### config.mk
export PLATFORM = sky130hd
export DESIGN_NAME = rst_cause_router
export DESIGN_NICKNAME = d
export VERILOG_FILES = /design/src/rtl/rcr_pkg.sv /design/src/rtl/rcr_edge.sv /design/src/rtl/rcr_capture.sv /design/src/rtl/rcr_cfg.sv /design/src/rtl/rcr_route.sv /design/src/rtl/rst_cause_router.sv
export SDC_FILE = /design/constraint.sdc
export NUM_CORES = 1
export LEC_CHECK = 0
export BUFFER_PORTS_ARGS = -buffer_cell sky130_fd_sc_hd__clkbuf_2
export CAP_MARGIN = 0
export CORE_MARGIN = 4
export CORE_UTILIZATION = 57
export CTS_BUF_LIST = sky130_fd_sc_hd__clkbuf_8
export DETAILED_ROUTE_END_ITERATION = 10
export PLACE_DENSITY_LB_ADDON = 0.25
export SLEW_MARGIN = 0
export SYNTH_ARGS = -nofsm -noshare
export SYNTH_HDL_FRONTEND = slang
export SYNTH_HIERARCHICAL = 1
export SYNTH_SLANG_ARGS = --single-unit
export TNS_END_PERCENT = 100
### constraint.sdc
create_clock -name clk -period 3.1 [get_ports clk]
set_clock_uncertainty 0.05 [all_clocks]
set_input_delay 0.62 -clock clk [delete_from_list [all_inputs] [get_ports clk]]
set_output_delay 0.62 -clock clk [all_outputs]
set_load 0.01 [all_outputs]
### src/rtl/rcr_pkg.sv
package rcr_pkg;
  typedef enum logic [1:0] {
    MODE_USER = 2'd0,
    MODE_SUPV = 2'd1,
    MODE_TEST = 2'd2,
    MODE_RSVD = 2'd3
  } acc_mode_e;

  localparam logic [1:0] ADDR_PWR  = 2'd0;
  localparam logic [1:0] ADDR_FUNC = 2'd1;
  localparam logic [1:0] ADDR_DIS  = 2'd2;
  localparam logic [1:0] ADDR_ALT  = 2'd3;

  localparam int PWR_W    = 4;
  localparam int BIT_POR  = 0;
  localparam int BIT_LV0  = 1;
  localparam int BIT_LV1  = 2;
  localparam int BIT_LV27 = 3;
endpackage

### src/rtl/rcr_edge.sv
module rcr_edge #(
  parameter int W      = 4,
  parameter bit RISING = 1'b1
) (
  input  logic         clk,
  input  logic         rst_ni,
  input  logic [W-1:0] sig_i,
  output logic [W-1:0] hit_o
);
  logic [W-1:0] prev_q, prev_d;

  always_comb prev_d = sig_i;

  always_ff @(posedge clk or negedge rst_ni) begin
    if (!rst_ni) prev_q <= '0;
    else         prev_q <= prev_d;
  end

  generate
    if (RISING) begin : g_rise
      assign hit_o = sig_i & ~prev_q;
    end else begin : g_fall
      assign hit_o = ~sig_i & prev_q;
    end
  endgenerate
endmodule

### src/rtl/rcr_capture.sv
module rcr_capture
  import rcr_pkg::*;
#(
  parameter int NUM_FUNC = 15
) (
  input  logic                clk,
  input  logic                rst_ni,
  input  logic                pwr_on_i,
  input  logic                lv_c0_i,
  input  logic                lv_c1_i,
  input  logic                lv_reg_i,
  input  logic [NUM_FUNC-1:0] func_i,
  input  logic [PWR_W-1:0]    pwr_clr_i,
  input  logic [NUM_FUNC-1:0] func_clr_i,
  output logic [PWR_W-1:0]    pwr_flags_o,
  output logic [NUM_FUNC-1:0] func_flags_o,
  output logic [NUM_FUNC:0]   route_ev_o
);
  localparam int IN_W = NUM_FUNC + PWR_W;

  logic [IN_W-1:0]     rise;
  logic [0:0]          lv0_fall;
  logic [PWR_W-1:0]    pwr_q, pwr_d;
  logic [NUM_FUNC-1:0] func_q, func_d;
  logic [NUM_FUNC-1:0] func_rise;
  logic                lv_hit;

  rcr_edge #(.W(IN_W), .RISING(1'b1)) u_rise (
    .clk    (clk),
    .rst_ni (rst_ni),
    .sig_i  ({func_i, lv_reg_i, lv_c1_i, lv_c0_i, pwr_on_i}),
    .hit_o  (rise)
  );

  rcr_edge #(.W(1), .RISING(1'b0)) u_fall (
    .clk    (clk),
    .rst_ni (rst_ni),
    .sig_i  (lv_c0_i),
    .hit_o  (lv0_fall)
  );

  assign func_rise = rise[IN_W-1:PWR_W];
  assign lv_hit    = rise[1] | rise[2] | rise[3];

  always_comb begin
    pwr_d[BIT_POR]  = lv_hit ? 1'b0 : (rise[0] | (pwr_q[BIT_POR] & ~pwr_clr_i[BIT_POR]));
    pwr_d[BIT_LV0]  = lv0_fall[0] | (pwr_q[BIT_LV0]  & ~pwr_clr_i[BIT_LV0]);
    pwr_d[BIT_LV1]  = rise[2]     | (pwr_q[BIT_LV1]  & ~pwr_clr_i[BIT_LV1]);
    pwr_d[BIT_LV27] = rise[3]     | (pwr_q[BIT_LV27] & ~pwr_clr_i[BIT_LV27]);
    func_d          = func_rise   | (func_q & ~func_clr_i);
  end

  always_ff @(posedge clk or negedge rst_ni) begin
    if (!rst_ni) begin
      pwr_q  <= '0;
      func_q <= '0;
    end else begin
      pwr_q  <= pwr_d;
      func_q <= func_d;
    end
  end

  assign pwr_flags_o  = pwr_q;
  assign func_flags_o = func_q;
  assign route_ev_o   = {lv0_fall[0], func_rise};

  assert_por_cleared_R3: assert property (@(posedge clk) disable iff (!rst_ni)
    lv_hit |=> !pwr_q[BIT_POR]);
  assert_lv0_on_fall_R5: assert property (@(posedge clk) disable iff (!rst_ni)
    $rose(pwr_q[BIT_LV0]) |-> !$past(lv_c0_i));
  assert_lv1_on_rise_R4: assert property (@(posedge clk) disable iff (!rst_ni)
    $rose(pwr_q[BIT_LV1]) |-> $past(lv_c1_i));
  assert_event_beats_clear_R9: assert property (@(posedge clk) disable iff (!rst_ni)
    (|func_rise) |=> (|func_q));
endmodule

### src/rtl/rcr_cfg.sv
module rcr_cfg
  import rcr_pkg::*;
#(
  parameter int DW = 16
) (
  input  logic            clk,
  input  logic            rst_ni,
  input  logic            bus_wr_i,
  input  logic [1:0]      bus_mode_i,
  input  logic [1:0]      bus_addr_i,
  input  logic [DW/8-1:0] bus_be_i,
  input  logic [DW-1:0]   bus_wdata_i,
  output logic [DW-1:0]   dis_o,
  output logic [DW-1:0]   alt_o
);
  localparam int NB = DW / 8;

  logic [DW-1:0] dis_q, dis_d, alt_q, alt_d;
  logic [NB-1:0] lock_q, lock_d;
  logic          mode_ok, dis_we, alt_we;

  always_comb begin
    mode_ok = (acc_mode_e'(bus_mode_i) == MODE_SUPV) || (acc_mode_e'(bus_mode_i) == MODE_TEST);
    dis_we  = bus_wr_i && mode_ok && (bus_addr_i == ADDR_DIS);
    alt_we  = bus_wr_i && mode_ok && (bus_addr_i == ADDR_ALT);
    dis_d   = dis_q;
    alt_d   = alt_q;
    lock_d  = lock_q;
    for (int b = 0; b < NB; b++) begin
      if (dis_we && bus_be_i[b] && !lock_q[b]) begin
        dis_d[b*8 +: 8] = bus_wdata_i[b*8 +: 8];
        lock_d[b]       = 1'b1;
      end
      if (alt_we && bus_be_i[b]) begin
        alt_d[b*8 +: 8] = bus_wdata_i[b*8 +: 8];
      end
    end
  end

  always_ff @(posedge clk or negedge rst_ni) begin
    if (!rst_ni) begin
      dis_q  <= '0;
      alt_q  <= '0;
      lock_q <= '0;
    end else begin
      dis_q  <= dis_d;
      alt_q  <= alt_d;
      lock_q <= lock_d;
    end
  end

  assign dis_o = dis_q;
  assign alt_o = alt_q;

  assert_user_write_ignored_R10: assert property (@(posedge clk) disable iff (!rst_ni)
    (bus_wr_i && !mode_ok) |=> ($stable(dis_q) && $stable(alt_q)));

  generate
    for (genvar g = 0; g < NB; g++) begin : g_lock_chk
      assert_locked_byte_stable_R11: assert property (@(posedge clk) disable iff (!rst_ni)
        lock_q[g] |=> $stable(dis_q[g*8 +: 8]));
      assert_lock_never_drops_R11: assert property (@(posedge clk) disable iff (!rst_ni)
        !$fell(lock_q[g]));
    end
  endgenerate
endmodule

### src/rtl/rcr_route.sv
module rcr_route #(
  parameter int NR = 16
) (
  input  logic          clk,
  input  logic          rst_ni,
  input  logic [NR-1:0] ev_i,
  input  logic [NR-1:0] flags_i,
  input  logic [NR-1:0] dis_i,
  input  logic [NR-1:0] alt_i,
  output logic          rst_req_o,
  output logic          safe_o,
  output logic          irq_o
);
  logic rst_q, rst_d;

  always_comb rst_d = |(ev_i & ~dis_i);

  always_ff @(posedge clk or negedge rst_ni) begin
    if (!rst_ni) rst_q <= 1'b0;
    else         rst_q <= rst_d;
  end

  assign rst_req_o = rst_q;
  assign safe_o    = |(flags_i & dis_i & ~alt_i);
  assign irq_o     = |(flags_i & dis_i & alt_i);

  assert_irq_needs_disable_R7: assert property (@(posedge clk) disable iff (!rst_ni)
    irq_o |-> (|(dis_i & alt_i)));
  assert_safe_needs_disable_R7: assert property (@(posedge clk) disable iff (!rst_ni)
    safe_o |-> (|(dis_i & ~alt_i)));
  assert_rst_has_cause_R6: assert property (@(posedge clk) disable iff (!rst_ni)
    rst_q |-> $past(|ev_i));
endmodule

### src/rtl/rst_cause_router.sv
module rst_cause_router
  import rcr_pkg::*;
#(
  parameter int NUM_FUNC = 15
) (
  input  logic                  clk,
  input  logic                  rst_n,
  input  logic                  pwr_on_det,
  input  logic                  lv_core0_det,
  input  logic                  lv_core1_det,
  input  logic                  lv_reg_det,
  input  logic [NUM_FUNC-1:0]   func_evt,
  input  logic                  bus_wr,
  input  logic [1:0]            bus_mode,
  input  logic [1:0]            bus_addr,
  input  logic [(NUM_FUNC+1)/8-1:0] bus_be,
  input  logic [NUM_FUNC:0]     bus_wdata,
  output logic [NUM_FUNC:0]     bus_rdata,
  output logic                  func_rst_req,
  output logic                  safe_req,
  output logic                  irq_req
);
  localparam int NR = NUM_FUNC + 1;
  localparam int NB = NR / 8;

  logic [1:0]          rst_sync_q;
  logic                rst_i_n;
  logic [NR-1:0]       be_mask;
  logic                clr_ok;
  logic [PWR_W-1:0]    pwr_clr, pwr_flags;
  logic [NUM_FUNC-1:0] func_clr, func_flags;
  logic [NR-1:0]       route_ev, dis, alt;

  always_ff @(posedge clk or negedge rst_n) begin
    if (!rst_n) rst_sync_q <= 2'b00;
    else        rst_sync_q <= {rst_sync_q[0], 1'b1};
  end
  assign rst_i_n = rst_sync_q[1];

  generate
    for (genvar b = 0; b < NB; b++) begin : g_be
      assign be_mask[b*8 +: 8] = {8{bus_be[b]}};
    end
  endgenerate

  always_comb begin
    clr_ok   = bus_wr && (acc_mode_e'(bus_mode) == MODE_SUPV);
    pwr_clr  = (clr_ok && bus_addr == ADDR_PWR)  ? (bus_wdata[PWR_W-1:0] & be_mask[PWR_W-1:0]) : '0;
    func_clr = (clr_ok && bus_addr == ADDR_FUNC) ? (bus_wdata[NUM_FUNC-1:0] & be_mask[NUM_FUNC-1:0]) : '0;
  end

  rcr_capture #(.NUM_FUNC(NUM_FUNC)) u_capture (
    .clk          (clk),
    .rst_ni       (rst_i_n),
    .pwr_on_i     (pwr_on_det),
    .lv_c0_i      (lv_core0_det),
    .lv_c1_i      (lv_core1_det),
    .lv_reg_i     (lv_reg_det),
    .func_i       (func_evt),
    .pwr_clr_i    (pwr_clr),
    .func_clr_i   (func_clr),
    .pwr_flags_o  (pwr_flags),
    .func_flags_o (func_flags),
    .route_ev_o   (route_ev)
  );

  rcr_cfg #(.DW(NR)) u_cfg (
    .clk         (clk),
    .rst_ni      (rst_i_n),
    .bus_wr_i    (bus_wr),
    .bus_mode_i  (bus_mode),
    .bus_addr_i  (bus_addr),
    .bus_be_i    (bus_be),
    .bus_wdata_i (bus_wdata),
    .dis_o       (dis),
    .alt_o       (alt)
  );

  rcr_route #(.NR(NR)) u_route (
    .clk       (clk),
    .rst_ni    (rst_i_n),
    .ev_i      (route_ev),
    .flags_i   ({pwr_flags[BIT_LV0], func_flags}),
    .dis_i     (dis),
    .alt_i     (alt),
    .rst_req_o (func_rst_req),
    .safe_o    (safe_req),
    .irq_o     (irq_req)
  );

  always_comb begin
    case (bus_addr)
      ADDR_PWR:  bus_rdata = {{(NR-PWR_W){1'b0}}, pwr_flags};
      ADDR_FUNC: bus_rdata = {1'b0, func_flags};
      ADDR_DIS:  bus_rdata = dis;
      default:   bus_rdata = alt;
    endcase
  end
endmodule

==> impl_results.md <==
* Core Area at ~6500 µm²
* Global-route wire length before repair at roughly 15,000 µm
* Mapped Area at roughly 4000 µm²
* Starting DRT DRC Count at around 120
* Slew at the pin with the worst max-slew slack at 920 ps
* Final hold vios at 0
* Startpoint Class: primary input
* Port Buffer Count at 62
* Leakage at between 2 and 2.5 nW
* Max Freq at about 0.40 GHz
* Area delta synth->final at 17.1%
* RD Place Congestion at 0.863
* Mapped Nets at 355
* Critical path peak fanout at 15
* Critical-path cell with the highest stage delay: mux4_1
* Chip height at between 90 and 100 µm
* Layout cells sized above 1 at between 40% and 50%
* Final Setup Violations at 0
* DR vias/cell at roughly 5.7
* Critical Path Stages at 4
* Total CTS buffers at 9
* GRT Util Overall at a little under a quarter
* Fin nets at around 430
* CP top delay family: buffers and inverters
* FF-to-FF setup slack at roughly 1500 ps
* Initial antenna violation count at 0
* Max-slew headroom at about two fifths
* Number of max-cap violations at 0
* Buf/Inv on CP at 3
* CP Capture Point: bus_rdata[1]
* Crit. Startpoint: bus_addr[0]
* Max VDD drop at 0.000346 V
* Register area share after synthesis at between 40% and 50%
* Reg-to-reg startpoint: u_capture/u_rise/prev_q[14]
* Clock slew at reported path FFs at roughly 80 ps
* CTS Root Cell: clkbuf_8
* I/O Pins at between 60 and 70
* Clk_lat worst skew at approximately 340 ps
* Cell row count at 29
* Routed WL per cell at between 15 and 20 µm
* Routed vias at between 2,000 and 3,000
* Area share of the largest cell type after synthesis at approximately half
* Cell Pwr Density at 623 nW/µm²
* Vias in the first global route at 2,872
* DRT antenna net count at 0
* Reg2reg path depth at 4
* Overflow after GRT at 0
* Crit. End Element: output port
* Most common cell type on the critical path: clkbuf_2
* Status: finished, final reports clean
* Post-DP HPWL at between 6000 and 7000 µm
* Fin. max-slew vios at 0
* Synthesized flop and latch total at 76
* Diodes inserted at 0
* Critical Path AT at roughly 1800 ps
* Setup CP Type: primary input to output port
* Full die area at between 8000 and 9000 µm²
* Initial Utilization at 60.1%
* Mapped Cells at between 300 and 400
* First-pass detailed-route iteration total at 4
* Worst min-delay path class: flop to flop
* DRC at 0
* Yosys top cell by area: dfrtp_1
* Htree depth at 3
* Clk sinks at between 70 and 80
* RSZ-0062 raised after global routing: false
* Clock Path Buffers at 2
* Required arrival time at the worst endpoint at approximately 2400 ps
* Post-CTS setup buffers at 0
* Worst-path cell chain: clkbuf_2 > buf_12 > mux4_1 > clkbuf_2
* Crit path largest cell delay at approximately 560 ps
* Synth Warn # at 6
* Die width at 90.8 µm
* Largest net degree at the start of global routing at 75
* Netlist cell types at 33
* Area contributors post-synth: dfrtp_1, mux2_2, nor2b_4, a21o_1, inv_1
* WL final at approximately 8800 µm
* CTS resizes at 0
* Fin crit share at between 80 and 90%
* Final core utilization at a little over two thirds
* CTS tree: built
* Setup TNS at 0 ps
* Minimum clock period at approximately 2500 ps
* Syn_area_per_cell at 12.6 µm²
* FF-to-FF End: u_route/rst_req_o
## worst min path at each step
stage	end	cells past startpoint	startpoint	slack (ps)
after global routing	u_capture/u_rise/prev_q[16]	1	func_evt[12]	320
after detailed placement	rst_sync_q[1]	0	rst_sync_q[0]	290
after floorplan	rst_sync_q[0]	0	rst_n	270
after CTS	rst_sync_q[1]	0	rst_sync_q[0]	310
after global placement	rst_sync_q[1]	0	rst_sync_q[0]	290
final	rst_sync_q[1]	0	rst_sync_q[0]	310
## Yosys cell counts, drive strengths merged
cell type / count
nor2b: 35
nand2b: 2
a22o: 11
dfrtp: 76
a2111oi: 4
buf: 6
mux2i: 1
nand4: 5
nor3: 11
and4b: 1
o2111ai: 4
o21a: 1
conb: 1
inv: 29
and3: 12
nor2: 1
nor4: 2
xnor2: 1
nand2: 7
clkbuf: 2
mux2: 43
nand3: 16
mux4: 4
a21o: 20
or4: 2
nand3b: 14
## cells by family (layout without fill, tap and decap cells)
kind of cell	Yosys count	count (layout)	share of synthesized area [%]
flops	76	76	48.7
mux	48	48	16.0
xor+xnor	1	1	0.417
compound gates	40	40	8.33
other cells	1	1	0.0961
buf+inv	37	116	4.68
simple gates	108	108	21.7
## final cells by class
class                   instances  area, µm²
clock buffers                  11        151
clock inverters                 5       98.8
fillers                       468       1920
inverters                      29        109
multi-input cells             198       1820
flip-flops and latches         76       1900
well taps                      77       96.3
repair buffers                 71        393
## through the flow
stage	setup WS (ps)	power (W)	hold slack (ps)	area, µm²	std cells
final	616	0.00285	307	4570	467
after global routing	582	0.00300	324	4570	467
after CTS	619	0.00287	312	4570	467
after detailed placement	622	0.00193	293	4310	450
after global placement	629	0.00191	289	4310	450
after floorplan	777	0.00172	274	3900	311
## repair_timing
action / 4_1_cts / 5_1_grt
hold buffers: 1 / 0
endpoints found under the hold margin: 2 / 0
setup endpoints to repair: 0 / 0
## power breakdown
group | switching [W] | total, W | internal [W]
Clock | 0.000347 | 0.000921 | 0.000575
Sequential | 0.000161 | 0.00130 | 0.00114
Combinational | 0.000272 | 0.000622 | 0.000350
## sequential cells by signal (all words and copies together) (netlist names), 2 cells and up
| register | flops |
|---|---|
| u_capture/func_flags_o | 15 |
| u_capture/u_rise/prev_q | 19 |
| rst_sync_q | 2 |
| u_cfg/alt_o | 16 |
| u_cfg/dis_o | 16 |
| u_cfg/lock_q | 2 |
| u_capture/pwr_flags_o | 4 |
## layer usage
metal | track usage, % | part of all wire, % | vias to the layer above
met1 | 30.0 | 43 | 1324
li1 | - | - | 1263
met4 | 7.91 | 1.8 | 0
met5 | 0 | 0 | -
met2 | 35.9 | 49 | 84
met3 | 6.75 | 6.2 | 13
## layout by cell type, fill, tap and decap left out, types with 2 or more instances in the layout
cell type,instances
mux2_2,36
nor2b_1,14
nand2b_1,2
buf_4,7
bufinv_16,3
a21o_1,19
nand3_1,16
mux2_4,7
nor2b_4,21
and3_1,12
nor4_4,2
nand4_1,5
clkbuf_2,62
nor3_1,8
nor3_2,3
clkbuf_8,11
a2111oi_0,4
o2111ai_1,4
mux4_1,4
inv_1,30
nand2_1,7
dfrtp_1,75
nand3b_1,14
a22o_1,11
or4_1,2
Note: power is estimated with default switching activity, not from simulation.
